File: src/rtl/ledser_pkg.sv
package ledser_pkg;

    localparam int DOT_BITS  = 160;
    localparam int CMD_BITS  = 8;
    localparam int WORD_BITS = CMD_BITS - 1;
    localparam int SYNC_DEPTH = 2;

    typedef enum logic {
        DEST_DOT = 1'b0,
        DEST_CMD = 1'b1
    } dest_e;

    // Synchronized view of the serial pins
    typedef struct packed {
        logic sclk;
        logic en_n;
        logic sel;
        logic data;
    } pins_t;

    localparam pins_t PINS_IDLE = '{sclk: 1'b0, en_n: 1'b1, sel: 1'b0, data: 1'b0};

    // Top bit of a command byte steers it to word 1
    function automatic logic cmd_targets_w1(input logic [CMD_BITS-1:0] b);
        return b[CMD_BITS-1];
    endfunction

    function automatic logic [WORD_BITS-1:0] cmd_payload(input logic [CMD_BITS-1:0] b);
        return b[WORD_BITS-1:0];
    endfunction

endpackage

File: src/rtl/ledser_sync.sv
module ledser_sync
    import ledser_pkg::*;
#(
    parameter int STAGES = SYNC_DEPTH
) (
    input  logic  clk,
    input  logic  rst,
    input  pins_t d,
    output pins_t q
);
    pins_t chain [STAGES];

    generate
        for (genvar i = 0; i < STAGES; i++) begin : g_stage
            always_ff @(posedge clk) begin
                if (rst)
                    chain[i] <= PINS_IDLE;
                else if (i == 0)
                    chain[i] <= d;
                else
                    chain[i] <= chain[(i == 0) ? 0 : i-1];
            end
        end
    endgenerate

    assign q = chain[STAGES-1];
endmodule

File: src/rtl/ledser_seq.sv
module ledser_seq
    import ledser_pkg::*;
(
    input  logic  clk,
    input  logic  rst,
    input  pins_t s,
    output logic  shift,
    output logic  xfer,
    output dest_e dest
);
    pins_t p;
    logic  armed;
    logic  en_fall;
    logic  sclk_rise;

    always_ff @(posedge clk) begin
        if (rst) p <= PINS_IDLE;
        else     p <= s;
    end

    always_comb begin
        en_fall   = p.en_n & ~s.en_n;
        sclk_rise = s.sclk & ~p.sclk;
        shift     = sclk_rise & ~s.en_n;
        xfer      = armed & s.en_n & ~s.sclk;
    end

    always_ff @(posedge clk) begin
        if (rst) begin
            dest  <= DEST_DOT;
            armed <= 1'b0;
        end else begin
            if (en_fall) begin
                dest  <= dest_e'(s.sel);
                armed <= 1'b1;
            end else if (xfer) begin
                armed <= 1'b0;
            end
        end
    end

    // the copy pulse lasts one cycle per frame
    a_r3_single_copy: assert property (@(posedge clk) disable iff (rst)
        xfer |=> !xfer);
endmodule

File: src/rtl/ledser_dotpath.sv
module ledser_dotpath
    import ledser_pkg::*;
#(
    parameter int N = DOT_BITS
) (
    input  logic         clk,
    input  logic         rst,
    input  logic         shift,
    input  logic         xfer,
    input  logic         din,
    output logic [N-1:0] latch,
    output logic         tail
);
    logic [N-1:0] sr;

    // No reset on the pixel storage
    always_ff @(posedge clk) begin
        if (shift) sr <= {sr[N-2:0], din};
        if (xfer)  latch <= sr;
    end

    assign tail = sr[N-1];

    a_r2_hold_when_idle: assert property (@(posedge clk) disable iff (rst)
        !shift |=> $stable(sr));
    a_r3_latch_only_on_copy: assert property (@(posedge clk) disable iff (rst)
        !xfer |=> $stable(latch));
    a_r4_latch_takes_sr: assert property (@(posedge clk) disable iff (rst)
        xfer |=> latch == $past(sr));
endmodule

File: src/rtl/ledser_cmdpath.sv
module ledser_cmdpath
    import ledser_pkg::*;
(
    input  logic                 clk,
    input  logic                 rst,
    input  logic                 shift,
    input  logic                 xfer,
    input  logic                 din,
    output logic [WORD_BITS-1:0] w0,
    output logic [WORD_BITS-1:0] w1,
    output logic                 tail
);
    logic [CMD_BITS-1:0] sr;

    always_ff @(posedge clk) begin
        if (rst) begin
            sr <= '0;
            w0 <= '0;
            w1 <= '0;
        end else begin
            if (shift) sr <= {sr[CMD_BITS-2:0], din};
            if (xfer) begin
                if (cmd_targets_w1(sr)) w1 <= cmd_payload(sr);
                else                    w0 <= cmd_payload(sr);
            end
        end
    end

    assign tail = sr[CMD_BITS-1];

    a_r5_one_word_per_copy: assert property (@(posedge clk) disable iff (rst)
        1'b1 |=> ($stable(w0) || $stable(w1)));
endmodule

File: src/rtl/ledser_if.sv
module ledser_if
    import ledser_pkg::*;
(
    input  logic                 clk,
    input  logic                 rst,
    input  logic                 ser_clk_i,
    input  logic                 ser_en_n_i,
    input  logic                 ser_sel_i,
    input  logic                 ser_data_i,
    output logic                 ser_data_o,
    output logic [WORD_BITS-1:0] ctl0_o,
    output logic [WORD_BITS-1:0] ctl1_o,
    output logic [DOT_BITS-1:0]  dots_o
);
    pins_t raw, s;
    logic  shift, xfer;
    dest_e dest;
    logic  dot_tail, cmd_tail;

    assign raw = '{sclk: ser_clk_i, en_n: ser_en_n_i, sel: ser_sel_i, data: ser_data_i};

    ledser_sync #(.STAGES(SYNC_DEPTH)) u_sync (
        .clk (clk),
        .rst (rst),
        .d   (raw),
        .q   (s)
    );

    ledser_seq u_seq (
        .clk   (clk),
        .rst   (rst),
        .s     (s),
        .shift (shift),
        .xfer  (xfer),
        .dest  (dest)
    );

    ledser_dotpath #(.N(DOT_BITS)) u_dot (
        .clk   (clk),
        .rst   (rst),
        .shift (shift & (dest == DEST_DOT)),
        .xfer  (xfer  & (dest == DEST_DOT)),
        .din   (s.data),
        .latch (dots_o),
        .tail  (dot_tail)
    );

    ledser_cmdpath u_cmd (
        .clk   (clk),
        .rst   (rst),
        .shift (shift & (dest == DEST_CMD)),
        .xfer  (xfer  & (dest == DEST_CMD)),
        .din   (s.data),
        .w0    (ctl0_o),
        .w1    (ctl1_o),
        .tail  (cmd_tail)
    );

    always_comb begin
        if (dest == DEST_CMD)
            ser_data_o = ctl1_o[0] ? ser_data_i : cmd_tail;
        else
            ser_data_o = dot_tail;
    end
endmodule

File: config.mk
export PLATFORM = sky130hd
export DESIGN_NAME = ledser_if
export DESIGN_NICKNAME = d
export VERILOG_FILES = /design/src/rtl/ledser_pkg.sv /design/src/rtl/ledser_sync.sv /design/src/rtl/ledser_seq.sv /design/src/rtl/ledser_dotpath.sv /design/src/rtl/ledser_cmdpath.sv /design/src/rtl/ledser_if.sv
export SDC_FILE = /design/constraint.sdc
export NUM_CORES = 1
export LEC_CHECK = 0
export BUFFER_PORTS_ARGS = -buffer_cell sky130_fd_sc_hd__buf_2
export CAP_MARGIN = 25
export CORE_MARGIN = 2
export CORE_UTILIZATION = 55
export CTS_CLUSTER_DIAMETER = 80
export DETAILED_ROUTE_END_ITERATION = 8
export PLACE_DENSITY = 0.79
export SLEW_MARGIN = 40
export SYNTH_ARGS = -nofsm -noshare
export SYNTH_HDL_FRONTEND = slang
export SYNTH_SLANG_ARGS = --single-unit
File: constraint.sdc
create_clock -name clk -period 24.5 [get_ports clk]
set_clock_uncertainty 0.15 [all_clocks]
set_input_delay 1.225 -clock clk [delete_from_list [all_inputs] [get_ports clk]]
set_output_delay 1.225 -clock clk [all_outputs]
set_load 0.02 [all_outputs]
==> impl_metrics.sql <==
INSERT INTO impl_metrics (metric_group, metric, value, unit) VALUES
('clock_tree', 'ctsHtreeMaxLevel', '2', ''),
('power_and_ir_drop', 'power.ir.vdd_worst', '0.0634', 'mV'),
('synthesis', 'synth_area', '10900', 'um2'),
('setup_path', 'critPathMaxFanout', '2', ''),
('cells_and_area', 'number_of_standard_cells_in_the_layout_taps_in_and_fillers_out', '932', ''),
('cells_and_area', 'final_nets', '652', ''),
('floorplanning', 'start_util', '0.559', ''),
('power_and_ir_drop', 'share_comb_of_total_power', '0.009', ''),
('drt', 'drt-vias-per-instance', '4.97', ''),
('synthesis', 'synth_enable_flop_cells', '320', ''),
('power_and_ir_drop', 'share_clk_of_total_power', '0.415', ''),
('global_route', 'grt.total_usage', '0.157', ''),
('synthesis', 'netlist_top_cells_area', 'edfxtp_1 (88%), dfxtp_1 (6.3%), mux2i_1 (2.1%)', ''),
('global_route', 'antenna_violations_before_repair', '0', ''),
('setup_path', 'startpoint_type_of_the_worst_setup_path', 'input port', ''),
('global_route', 'grt_start_max_net_pins', '81', ''),
('clock_tree', 'clock_tree.buffer_depth', '3', ''),
('placement', 'place_inst', '875', ''),
('cells_and_area', 'final_layout_size_suffix_gt1_frac', '0.357', ''),
('sta', 'finalHoldViolations', '0', ''),
('cells_and_area', 'final.fill_count', '1232', ''),
('clock_tree', 'cts.repair_timing.setup_buffer_count', '0', ''),
('synthesis', 'synth_area_per_cell', '25.2', 'um2'),
('power_and_ir_drop', 'p_per_area', '86.6', 'nW/um2'),
('clock_tree', 'clock_sink_count', '354', ''),
('synthesis', 'synth_ff_type', 'edfxtp_1', ''),
('power_and_ir_drop', 'netSwitchingFraction', '0.182', ''),
('drt', 'route.final.wire_length', '16600', 'um'),
('floorplanning', 'dieArea', '20900', 'um2'),
('synthesis', 'async_flop_share', '0', ''),
('floorplanning', 'placeableCoreArea', '19500', 'um2'),
('power_and_ir_drop', 'cell_internal_pwr', '0.931', 'mW'),
('clock_tree', 'clock_latency_reported_for_the_late_side_of_the_worst_skew_pair', '490', 'ps'),
('sta', 'grt_setup_unrepaired', 'false', ''),
('drt', 'drt-wirelength-per-cell', '17.8', 'um'),
('status', 'outcome', 'finished clean', ''),
('synthesis', 'synth.lib_cells_used.distinct', '21', ''),
('power_and_ir_drop', 'power.sequential.fraction', '0.576', ''),
('setup_path', 'timing.critical_path.required', '23120', 'ps'),
('drt', 'drc', '0', ''),
('cells_and_area', 'syn2layout_area_growth', '20.9', '%'),
('global_route', 'grt_first_pass_wirelength', '24700', 'um'),
('clock_tree', 'cts_tree', 'built', ''),
('synthesis', 'yosys_warnings', '0', ''),
('job', 'maxCapViolations', '0', ''),
('setup_path', 'worst-endpoint-arrival', '1780', 'ps'),
('clock_tree', 'clk_transition_reported_paths', '60', 'ps'),
('sta', 'setup_total_negative_slack', '0', 'ps'),
('power_and_ir_drop', 'netSwitchingPower', '0.207', 'mW'),
('clock_tree', 'cts_root_buf', 'clkbuf_16', ''),
('synthesis', 'synth_largest_type_area_fraction', '0.884', ''),
('floorplanning', 'num_io_pins', '181', ''),
('synthesis', 'synth.most_common_cell', 'edfxtp_1', ''),
('cells_and_area', 'ant_cells', '0', ''),
('sta', 'max-slew-margin-rel', '0.535', ''),
('sta', 'fmax', '0.317', 'GHz'),
('clock_tree', 'ctsResizeCount', '0', ''),
('drt', 'dr_total_vias', '4635', ''),
('synthesis', 'synth.cells.most_frequent', 'edfxtp_1 (320), dfxtp_1 (34), mux2i_1 (23), nand2b_1 (21), nor2b_1 (7)', ''),
('sta', 'min_period_over_period', '0.129', ''),
('drt', 'drtAntennaViolNets', '0', ''),
('drt', 'drt_iter0_drc', '364', ''),
('placement', 'routabilityCongestion', '0.714', ''),
('floorplanning', 'die_width', '145', 'um'),
('drt', 'drt-pass1-iter-count', '4', ''),
('sta', 'report.final.slew_viol_count', '0', ''),
('sta', 'timing_worst_slew_pin_value', '698', 'ps'),
('floorplanning', 'dieHeight', '145', 'um'),
('setup_path', 'critPathKind', 'input port to output pin', ''),
('placement', 'hpwlAfterDp', '9990', 'um'),
('synthesis', 'yosysSeqAreaShare', '0.946', '');
path summary, 6_finish.rpt:
check                           from            endpoint  slack, ps  cells past startpoint
hold reg to reg   u_sync.chain[0][2]  u_sync.chain[1][2]        270                      1
setup / recovery          ser_data_i          ser_data_o      21350                      4
hold / removal    u_sync.chain[0][2]  u_sync.chain[1][2]        270                      1
setup reg to reg  u_sync.chain[1][2]    u_dot.latch[110]      22100                      4
power by group through the flow:
stage	Clock (mW)	Sequential (mW)	Combinational [mW]
detailed placement	0	0.668	0.0108
global route	0.508	0.655	0.0117
floorplan	0	0.673	0.00475
CTS	0.485	0.655	0.0108
finish	0.472	0.655	0.0106
global placement	0	0.668	0.0105
final cells by class:
cell class / count / area [um2] / area share
flip-flops and latches: 354 / 10300 / 0.783
repair buffers: 185 / 953 / 0.0725
clock inverters: 15 / 100 / 0.00761
clock buffers: 42 / 913 / 0.0695
multi-input cells: 71 / 558 / 0.0424
well taps: 265 / 332 / 0.0252
cells by family (layout without fill, tap and decap cells):
family,count (synthesis),in the layout,share of synthesized area
muxes,23,23,0.0212
and+or+nand+nor,45,45,0.0275
AOI/OAI and AO/OA,3,3,0.00138
buffers and inverters,6,242,0.00380
DFF,354,354,0.946
stage by stage:
stage	utilization	power, mW	setup slack [ps]	instance area, um2	hold slack, ps
floorplan	-	0.677	6440	10900	239
global placement	0.623	0.678	21410	12100	254
detailed placement	0.623	0.679	21340	12100	254
CTS	0.675	1.15	21330	13100	267
global route	0.675	1.17	21300	13100	277
finish	0.675	1.14	21350	13100	265
critical path, cell delays in order:
cell	delay, ps
buf_2	80
mux2i_1	70
a21oi_1	200
buf_2	200
state kept, by name, summed over array words and instances, names as in the netlist, 2 cells and up:
register,flops
u_dot.latch,160
u_dot.sr,160
u_cmd.sr,8
u_sync.chain,8
u_cmd.w0,7
u_cmd.w1,7
u_seq.p,2
cell usage in the layout (no fill, tap or decap):
| master | synthesis | layout |
|---|---|---|
| nand4_4 | 1 | 1 |
| clkbuf_2 | 0 | 1 |
| nand4b_1 | 1 | 1 |
| and2b_1 | 1 | 1 |
| a21oi_1 | 2 | 2 |
| nand2b_1 | 21 | 21 |
| clkinv_4 | 0 | 1 |
| or2b_1 | 1 | 1 |
| edfxtp_1 | 320 | 320 |
| inv_6 | 0 | 1 |
| nand2_1 | 1 | 1 |
| nor4b_2 | 0 | 1 |
| clkinv_2 | 0 | 6 |
| clkbuf_8 | 0 | 1 |
| or2_2 | 3 | 3 |
| nor2_4 | 0 | 1 |
| dfxtp_1 | 34 | 34 |
| mux2i_1 | 23 | 23 |
| buf_2 | 0 | 180 |
| bufinv_16 | 0 | 1 |
| clkbuf_1 | 3 | 5 |
| nor2b_1 | 7 | 7 |
| buf_4 | 1 | 1 |
| and2b_2 | 1 | 1 |
| nor2_1 | 5 | 4 |
| clkbuf_16 | 0 | 35 |
| nand3b_1 | 1 | 1 |
| and4bb_1 | 1 | 1 |
| buf_6 | 2 | 4 |
| o21ai_0 | 1 | 1 |
| clkinv_1 | 0 | 6 |
layer usage:
layer / share of wire / track usage
met1: 0.43 / 0.214
met5: 0 / 0
met3: 0.075 / 0.0447
met4: 0.018 / 0.0491
met2: 0.48 / 0.249
(Power assumes the default switching activity.)
